## src/rtl/ssp_pkg.sv

```systemverilog
package ssp_pkg;
  typedef struct packed {
    logic rise;
    logic fall;
  } ssp_edge_t;
endpackage

```

## src/rtl/ssp_clkgen.sv

```systemverilog
module ssp_clkgen
  import ssp_pkg::*;
#(
  parameter int DATA_W = 8,
  parameter int DIV_W  = 8
) (
  input  logic             clk,
  input  logic             rst_n,
  input  logic             en,
  input  logic             idle_low,
  input  logic [DIV_W-1:0] div_val,
  input  logic             go,
  output logic             sck,
  output logic             running,
  output ssp_edge_t        ev
);
  localparam int HALF_W    = $clog2(2*DATA_W+2);
  localparam int LAST_HALF = 2*DATA_W;

  logic              run_q, run_d;
  logic              sck_q, sck_d;
  logic [DIV_W-1:0]  tcnt_q, tcnt_d;
  logic [HALF_W-1:0] hcnt_q, hcnt_d;
  logic [DIV_W-1:0]  half_len;
  logic              tick;

  assign half_len = (div_val == '0) ? DIV_W'(1) : div_val;
  assign tick     = run_q && (tcnt_q == half_len - 1'b1);

  always_comb begin
    run_d  = run_q;
    sck_d  = sck_q;
    tcnt_d = tcnt_q;
    hcnt_d = hcnt_q;
    ev     = '0;
    if (!run_q) begin
      sck_d  = ~idle_low;
      tcnt_d = '0;
      hcnt_d = '0;
      if (go && en) begin
        run_d = 1'b1;
        sck_d = 1'b1;
      end
    end else if (tick) begin
      tcnt_d  = '0;
      hcnt_d  = hcnt_q + 1'b1;
      sck_d   = ~sck_q;
      ev.rise = ~sck_q;
      ev.fall = sck_q && (hcnt_q < HALF_W'(LAST_HALF));
      if ((hcnt_q + 1'b1 == HALF_W'(LAST_HALF)) && !idle_low) run_d = 1'b0;
      if (hcnt_q == HALF_W'(LAST_HALF)) run_d = 1'b0;
    end else begin
      tcnt_d = tcnt_q + 1'b1;
    end
  end

  always_ff @(posedge clk or negedge rst_n) begin
    if (!rst_n) begin
      run_q  <= 1'b0;
      sck_q  <= 1'b1;
      tcnt_q <= '0;
      hcnt_q <= '0;
    end else begin
      run_q  <= run_d;
      sck_q  <= sck_d;
      tcnt_q <= tcnt_d;
      hcnt_q <= hcnt_d;
    end
  end

  assign sck     = sck_q;
  assign running = run_q;
endmodule

```

## src/rtl/ssp_sync.sv

```systemverilog
module ssp_sync
  import ssp_pkg::*;
#(
  parameter int STAGES = 2
) (
  input  logic      clk,
  input  logic      rst_n,
  input  logic      sck_in,
  input  logic      sdi_in,
  output logic      sdi_s,
  output ssp_edge_t ev
);
  logic [STAGES:0]   sck_chain;
  logic [STAGES-1:0] sdi_chain;

  always_ff @(posedge clk or negedge rst_n) begin
    if (!rst_n) begin
      sck_chain <= '0;
      sdi_chain <= '0;
    end else begin
      sck_chain <= {sck_chain[STAGES-1:0], sck_in};
      sdi_chain <= {sdi_chain[STAGES-2:0], sdi_in};
    end
  end

  assign sdi_s   = sdi_chain[STAGES-1];
  assign ev.rise = sck_chain[STAGES-1] & ~sck_chain[STAGES];
  assign ev.fall = ~sck_chain[STAGES-1] & sck_chain[STAGES];
endmodule

```

## src/rtl/ssp_shifter.sv

```systemverilog
module ssp_shifter
  import ssp_pkg::*;
#(
  parameter int DATA_W = 8
) (
  input  logic              clk,
  input  logic              rst_n,
  input  logic              load,
  input  logic [DATA_W-1:0] wr_data,
  input  ssp_edge_t         ev,
  input  logic              sdi_bit,
  input  logic              clr_done,
  output logic [DATA_W-1:0] shreg,
  output logic              sdo,
  output logic              active,
  output logic              done
);
  localparam int CNT_W = $clog2(DATA_W+1);

  logic [DATA_W-1:0] sh_q, sh_d;
  logic [CNT_W-1:0]  cnt_q, cnt_d;
  logic              act_q, act_d;
  logic              armed_q, armed_d;
  logic              sdo_q, sdo_d;
  logic              done_q, done_d;

  always_comb begin
    sh_d    = sh_q;
    cnt_d   = cnt_q;
    act_d   = act_q;
    armed_d = armed_q;
    sdo_d   = sdo_q;
    done_d  = done_q;
    if (clr_done) done_d = 1'b0;
    if (load) begin
      sh_d    = wr_data;
      cnt_d   = '0;
      act_d   = 1'b1;
      armed_d = 1'b0;
      done_d  = 1'b0;
    end else if (act_q) begin
      if (ev.fall) begin
        sdo_d   = sh_q[DATA_W-1];
        armed_d = 1'b1;
      end
      if (ev.rise && armed_q) begin
        sh_d    = {sh_q[DATA_W-2:0], sdi_bit};
        armed_d = 1'b0;
        cnt_d   = cnt_q + 1'b1;
        if (cnt_q == CNT_W'(DATA_W-1)) begin
          act_d  = 1'b0;
          done_d = 1'b1;
        end
      end
    end
  end

  always_ff @(posedge clk or negedge rst_n) begin
    if (!rst_n) begin
      sh_q    <= '0;
      cnt_q   <= '0;
      act_q   <= 1'b0;
      armed_q <= 1'b0;
      sdo_q   <= 1'b0;
      done_q  <= 1'b0;
    end else begin
      sh_q    <= sh_d;
      cnt_q   <= cnt_d;
      act_q   <= act_d;
      armed_q <= armed_d;
      sdo_q   <= sdo_d;
      done_q  <= done_d;
    end
  end

  assign shreg  = sh_q;
  assign sdo    = sdo_q;
  assign active = act_q;
  assign done   = done_q;
endmodule

```

## src/rtl/sync_shift_port.sv

```systemverilog
module sync_shift_port
  import ssp_pkg::*;
#(
  parameter int DATA_W      = 8,
  parameter int DIV_W       = 8,
  parameter int SYNC_STAGES = 2
) (
  input  logic              clk,
  input  logic              rst_n,
  input  logic              cfg_master,
  input  logic              cfg_idle_low,
  input  logic [DIV_W-1:0]  div_val,
  input  logic              start,
  input  logic [DATA_W-1:0] wr_data,
  input  logic              clr_done,
  output logic [DATA_W-1:0] rd_data,
  output logic              busy,
  output logic              done,
  input  logic              sck_in,
  output logic              sck_out,
  output logic              sck_oe,
  input  logic              sdi,
  output logic              sdo
);
  logic [1:0] rst_pipe;
  logic       rst_ni;
  logic       go, running, active, sdi_s;
  ssp_edge_t  m_ev, s_ev, ev;

  // reset: asserted at once, released on the clock
  always_ff @(posedge clk or negedge rst_n) begin
    if (!rst_n) rst_pipe <= '0;
    else        rst_pipe <= {rst_pipe[0], 1'b1};
  end
  assign rst_ni = rst_pipe[1];

  assign busy = active | running;
  assign go   = start & ~busy;

  ssp_clkgen #(.DATA_W(DATA_W), .DIV_W(DIV_W)) u_clkgen (
    .clk(clk), .rst_n(rst_ni), .en(cfg_master), .idle_low(cfg_idle_low),
    .div_val(div_val), .go(go), .sck(sck_out), .running(running), .ev(m_ev)
  );

  ssp_sync #(.STAGES(SYNC_STAGES)) u_sync (
    .clk(clk), .rst_n(rst_ni), .sck_in(sck_in), .sdi_in(sdi),
    .sdi_s(sdi_s), .ev(s_ev)
  );

  assign ev = cfg_master ? m_ev : s_ev;

  ssp_shifter #(.DATA_W(DATA_W)) u_shifter (
    .clk(clk), .rst_n(rst_ni), .load(go), .wr_data(wr_data), .ev(ev),
    .sdi_bit(cfg_master ? sdi : sdi_s), .clr_done(clr_done),
    .shreg(rd_data), .sdo(sdo), .active(active), .done(done)
  );

  assign sck_oe = cfg_master;
endmodule

```

## config.mk

```make
export PLATFORM = sky130hd
export DESIGN_NAME = sync_shift_port
export DESIGN_NICKNAME = d
export VERILOG_FILES = /design/src/rtl/ssp_pkg.sv /design/src/rtl/ssp_clkgen.sv /design/src/rtl/ssp_sync.sv /design/src/rtl/ssp_shifter.sv /design/src/rtl/sync_shift_port.sv
export SDC_FILE = /design/constraint.sdc
export NUM_CORES = 1
export LEC_CHECK = 0
export BUFFER_PORTS_ARGS = -buffer_cell sky130_fd_sc_hd__buf_2
export CORE_MARGIN = 2
export CORE_UTILIZATION = 40
export DETAILED_ROUTE_END_ITERATION = 6
export HOLD_SLACK_MARGIN = 0.03
export PLACE_DENSITY = 0.65
export SYNTH_ARGS = -nofsm -noshare
export SYNTH_HDL_FRONTEND = slang
export SYNTH_HIERARCHICAL = 1
export SYNTH_SLANG_ARGS = --single-unit
export TNS_END_PERCENT = 5
```

## constraint.sdc

```tcl
create_clock -name clk -period 1.3 [get_ports clk]
set_input_delay 0.195 -clock clk [delete_from_list [all_inputs] [get_ports clk]]
set_output_delay 0.195 -clock clk [all_outputs]
set_load 0.05 [all_outputs]
```

### Word level (Yosys, flattened, before mapping)

Cells that the tools add are included.

| storage, ports and cells | value |
|---|---|
| register bits | 38 |
| input bits | 24 |
| output and inout bits | 13 |
| logic and storage cells | 82 |

| operators by class | value |
|---|---|
| add/sub/neg operators | 4 |
| $lt $le $gt $ge | 1 |
| equal/unequal tests | 5 |
| muxes and demuxes | 36 |
| bitwise gates (word level) | 10 |
| reduce and logical (&&, ||, !) cells | 13 |

Operators by type and width:

| operator | count |
|---|---|
| $mux W8 | 6 |
| $mux W1 | 22 |
| $mux W4 | 3 |
| $eq A5 B5 Y1 const B | 2 |
| $mux W5 | 2 |
| $add A8 B1 Y8 const B | 1 |
| $eq A8 B8 Y1 | 1 |
| $logic_not A8 Y1 | 1 |
| $sub A8 B1 Y8 const B | 1 |
| $mux W2 | 3 |
| $not A1 Y1 | 6 |
| $add A5 B1 Y5 const B | 1 |
| $logic_and A1 B1 Y1 | 5 |
| $lt A5 B5 Y1 const B | 1 |
| $add A4 B1 Y4 const B | 1 |
| $eq A4 B3 Y1 const B | 1 |
| $reduce_and A2 Y1 | 2 |
| $reduce_bool A2 Y1 | 2 |
| $and A1 B1 Y1 | 3 |
| $reduce_and A3 Y1 | 1 |
| $reduce_bool A3 Y1 | 1 |
| $ne A2 B2 Y1 const B | 1 |
| $logic_not A1 Y1 | 1 |
| $or A1 B1 Y1 | 1 |

### Depth between registers and ports, before layout

| depth | value |
|---|---|
| depth after elaboration | 12 |
| gate-level depth with buffers | 14 |
| depth with buffers taken out | 13 |

### Cells and area by module

The synthesis kept the hierarchy.

By module, submodules not included:

| module | instances | cells each | area an instance (µm²) | seq. area each (µm²) |
|---|---|---|---|---|
| ssp_clkgen | 1 | 108 | 1031.0 | 376.6 |
| ssp_shifter | 1 | 79 | 737.0 | 400.4 |
| ssp_sync | 1 | 7 | 140.1 | 125.1 |
| sync_shift_port | 1 | 9 | 108.9 | 50.0 |

### Worst setup path after synthesis

No wires, ideal clock.

| path | value |
|---|---|
| path type | input-to-reg |
| from | input div_val[2] |
| to | register u_shifter.sdo_q (netlist: u_shifter/sdo) |
| setup time | 0.125 ns |
| arrival | 2.652 ns |
| required time | 1.175 ns |
| path slack | -1.477 ns |
| cell stages on the path | 13 |
| path buffers | 0 |
| cell sequence | nor4_4 a21oi_2 ha_1 nor3b_1 xnor2_1 nand2_1 a2111oi_2 nand2_1 nor3b_1 mux2_2 nand2_1 nor2_1 mux2_2 |

RTL lines:

| element | line | text |
|---|---|---|
| start, declared | sync_shift_port.sv:12 | `input logic [DIV_W-1:0] div_val,` |
| end signal, assigned | ssp_shifter.sv:71 | `sdo_q <= sdo_d;` |
| end, declared | ssp_shifter.sv:24 | `logic sdo_q, sdo_d;` |

==> results.py <==
metrics = {
    "synth": {
        "synth_enable_flop_cells": 0,
        "yosysSeqAreaShare_pct": 47.2,
        "syn_nets": 233,
        "yosysWarnings": 6,
        "synth_area_per_cell_um2": 9.94,
        "synth_area_um2": 2020,
        "ys.flop_type": "dfrtp_1",
        "synth_cells": 203,
        "yosysUniqueCellTypes": 41,
        "async_flop_share_pct": 100,
        "synth-seq-cells": 38,
    },
    "clocking": {
        "cts_tree": "built",
        "clkTransAtPathRegs_ns": 0.08,
        "clkSinkCount": 38,
        "root_buffer": "clkbuf_8",
        "numCtsBuffers": 5,
        "insertion_delay_ns": 0.29,
        "clockBufferDepth": 2,
        "htreeDepth": 2,
    },
    "setup_path": {
        "r2r_cells": 9,
        "required_ns": 1.53,
        "rr_startpoint": "u_clkgen/tcnt_q[3]$_DFF_PN0_",
        "rr_endpoint": "u_shifter/cnt_q[3]$_DFFE_PN0P_",
        "endpoint_kind": "flip-flop",
        "worstPathMaxFanout": 4,
        "crit_type": "reg -> reg",
        "crit_arrival_ns": 2.75,
        "r2r_slack_ns": -1.22,
        "startpoint_type": "flip-flop",
    },
    "global_route": {
        "grt_pass1_vias": 1788,
        "grt_pass1_wl_mm": 7.78,
        "antenna_found_initial": 0,
        "grt_start_max_net_pins": 37,
        "grt_overflow": 0,
        "grt_use_total_pct": 18.3,
    },
    "finish": {
        "nets": 318,
        "fin_area_um2": 2950,
        "layout_common_cells": "buf_4 (37), dfrtp_1 (36), buf_2 (33)",
        "layout.cells.non_filler": 356,
        "drive_gt1_share_pct": 40.5,
        "area_growth_pct": 46.4,
        "fin_util_pct": 61.7,
        "num_antenna_cells": 0,
        "final_common_cell": "buf_4",
    },
    "worst_hold_path": {
        "hold-path-endpoint": "u_shifter/shreg[2]$_DFFE_PN0P_",
        "whs_path_depth": 3,
        "min_path_type": "in -> reg",
        "holdCritStartpoint": "wr_data[2]",
    },
    "placed_design": {
        "dpl_cell_area_um2": 2640,
        "gp_congestion": 0.788,
        "preCtsSetupSlack_ns": -1.47,
        "io_buffers": 36,
        "place.detailed.hpwl_mm": 3.22,
        "place_inst": 344,
    },
    "floorplan": {
        "rows": 25,
        "die_area_um2": 5630,
        "core_um2": 4790,
        "die-width_um": 75.0,
        "initial_core_util_pct": 42.1,
        "die_h_um": 75.0,
        "ios": 37,
    },
    "timing": {
        "max_freq_ghz": 0.397,
        "finalCritPeriodShare_pct": 194,
        "slew_viol_final": 0,
        "setup_viol": 32,
        "setup_ws_ns": -1.22,
        "finalHoldViolCount": 0,
        "grt_setup_unrepaired": "yes",
        "period_minus_slack_ns": 2.52,
        "finClkSkew_ns": 0.00602,
    },
    "detailed_routing": {
        "drtIter0Drc": 51,
        "wl_per_cell_um": 12.6,
        "wirelength_mm": 4.50,
        "first_pass_iters": 4,
        "ant_nets": 0,
        "vias": 1736,
        "remaining_drc_errors": 0,
        "via_per_inst": 4.88,
    },
    "power_and_ir_drop": {
        "p_leak_nw": 1.37,
        "peakVddDrop_mv": 1.30,
        "p_per_area_nw_per_um2": 1650,
        "power_mw": 4.87,
    },
    "run_status": {
        "status": "complete, but fails checks",
        "violations": "negative setup slack",
    },
    "job": {
        "cap_violations": 0,
    },
}
-- synth_stat cells, types with 2 or more instances --
library cell / count / area, µm²
a21oi_1: 25 / 125
o31ai_1: 2 / 15.0
mux2_2: 4 / 45.0
a31oi_1: 2 / 12.5
nor2_1: 14 / 52.6
buf_4: 2 / 15.0
nand3_1: 7 / 35.0
or3_1: 4 / 25.0
and3_1: 7 / 43.8
o21ai_0: 3 / 15.0
dfrtp_1: 37 / 926
nor3b_1: 4 / 30.0
nor2b_1: 9 / 56.3
ha_1: 6 / 75.1
xor2_1: 11 / 96.3
or4_1: 2 / 15.0
nand2b_1: 4 / 25.0
xnor2_1: 10 / 87.6
nand2_1: 20 / 75.1
nor3_1: 3 / 15.0
o21ai_1: 2 / 10.0
clkbuf_1: 2 / 7.51
inv_1: 5 / 18.8
-- critical path: stages (launching register included) --
cell and delay, ns:
dfrtp_1 0.42, xnor2_2 0.18, or3b_4 0.43, a2111oi_4 0.39
nand2_1 0.13, nor2_1 0.13, mux2_4 0.17, nand3_2 0.10
or3_4 0.39, a21oi_2 0.11
-- layout make-up --
class / instances / area [µm²]
fill: 410 / 1830
multi-input combinational: 155 / 1150
sequential: 38 / 953
timing repair buffer: 83 / 607
tap: 67 / 83.8
clock buffer: 6 / 82.6
clock inverter: 2 / 60.1
inverter: 5 / 18.8
-- worst max path at each step --
stage / startpoint / depth (start not counted) / to / slack (ns)
floorplan: div_val[5] / 12 / u_shifter/sdo$_DFFE_PN0P_ / -1.23
global placement: div_val[2] / 11 / u_shifter/cnt_q[3]$_DFFE_PN0P_ / -1.36
detailed placement: div_val[1] / 11 / u_shifter/cnt_q[3]$_DFFE_PN0P_ / -1.47
CTS: u_clkgen/tcnt_q[3]$_DFF_PN0_ / 9 / u_shifter/sdo$_DFFE_PN0P_ / -1.19
global route: u_clkgen/tcnt_q[3]$_DFF_PN0_ / 9 / u_shifter/cnt_q[3]$_DFFE_PN0P_ / -1.36
finish: u_clkgen/tcnt_q[3]$_DFF_PN0_ / 9 / u_shifter/cnt_q[3]$_DFFE_PN0P_ / -1.22
-- flip-flops by register name, indices dropped and copies added (netlist names) --
| register | flops |
|---|---|
| u_clkgen/tcnt_q | 8 |
| u_clkgen/sck | 1 |
| rst_pipe | 2 |
| u_shifter/armed_q | 1 |
| u_sync/sck_chain | 3 |
| u_shifter/done | 1 |
| u_clkgen/hcnt_q | 5 |
| u_shifter/active | 1 |
| u_clkgen/running | 1 |
| u_sync/sdi_chain | 2 |
| u_shifter/shreg | 8 |
| u_shifter/sdo | 1 |
| u_shifter/cnt_q | 4 |
-- per-stage QoR --
stage | TNS (ns) | hold WS, ns
after floorplan | -29.94 | -0.101
after global placement | -37.50 | -0.0178
after detailed placement | -38.90 | -0.0185
after CTS | -28.93 | 0.134
after global routing | -33.50 | 0.153
final | -29.25 | 0.147
-- power by group --
group	leakage (nW)	internal [mW]	switching, mW
clock	0.0714	0.818	0.415
sequential	0.473	1.49	0.254
combinational	0.826	0.723	1.17
total	1.37	3.03	1.84
-- metal layers --
metal / vias up / wire length (µm) / track usage, %
li1: 877 / - / -
met4: 0 / 61 / 7.34
met2: 38 / 2220 / 32.2
met1: 814 / 2030 / 21.6
met3: 7 / 185 / 4.15
met5: - / 0 / 0
-- kinds of logic after synthesis --
group / after synthesis / synth area share, %
xor+xnor: 22 / 10.2
mux: 5 / 2.73
buf+inv: 10 / 2.30
other cells: 1 / 0.186
fa+ha+maj: 6 / 3.72
simple gates: 82 / 22.4
compound gates: 39 / 11.2
flops: 38 / 47.2
-- timing repair --
action                     in CTS  in global routing
setup endpoints to repair      33                 33
gates resized for setup        15                 19
buffers inserted                1                  0
hold endpoints to repair        4                  0
pin swaps                       5                 19
hold buffers                    3                  0
gates cloned                    0                  0
Note: power is estimated with default switching activity, not from simulation.
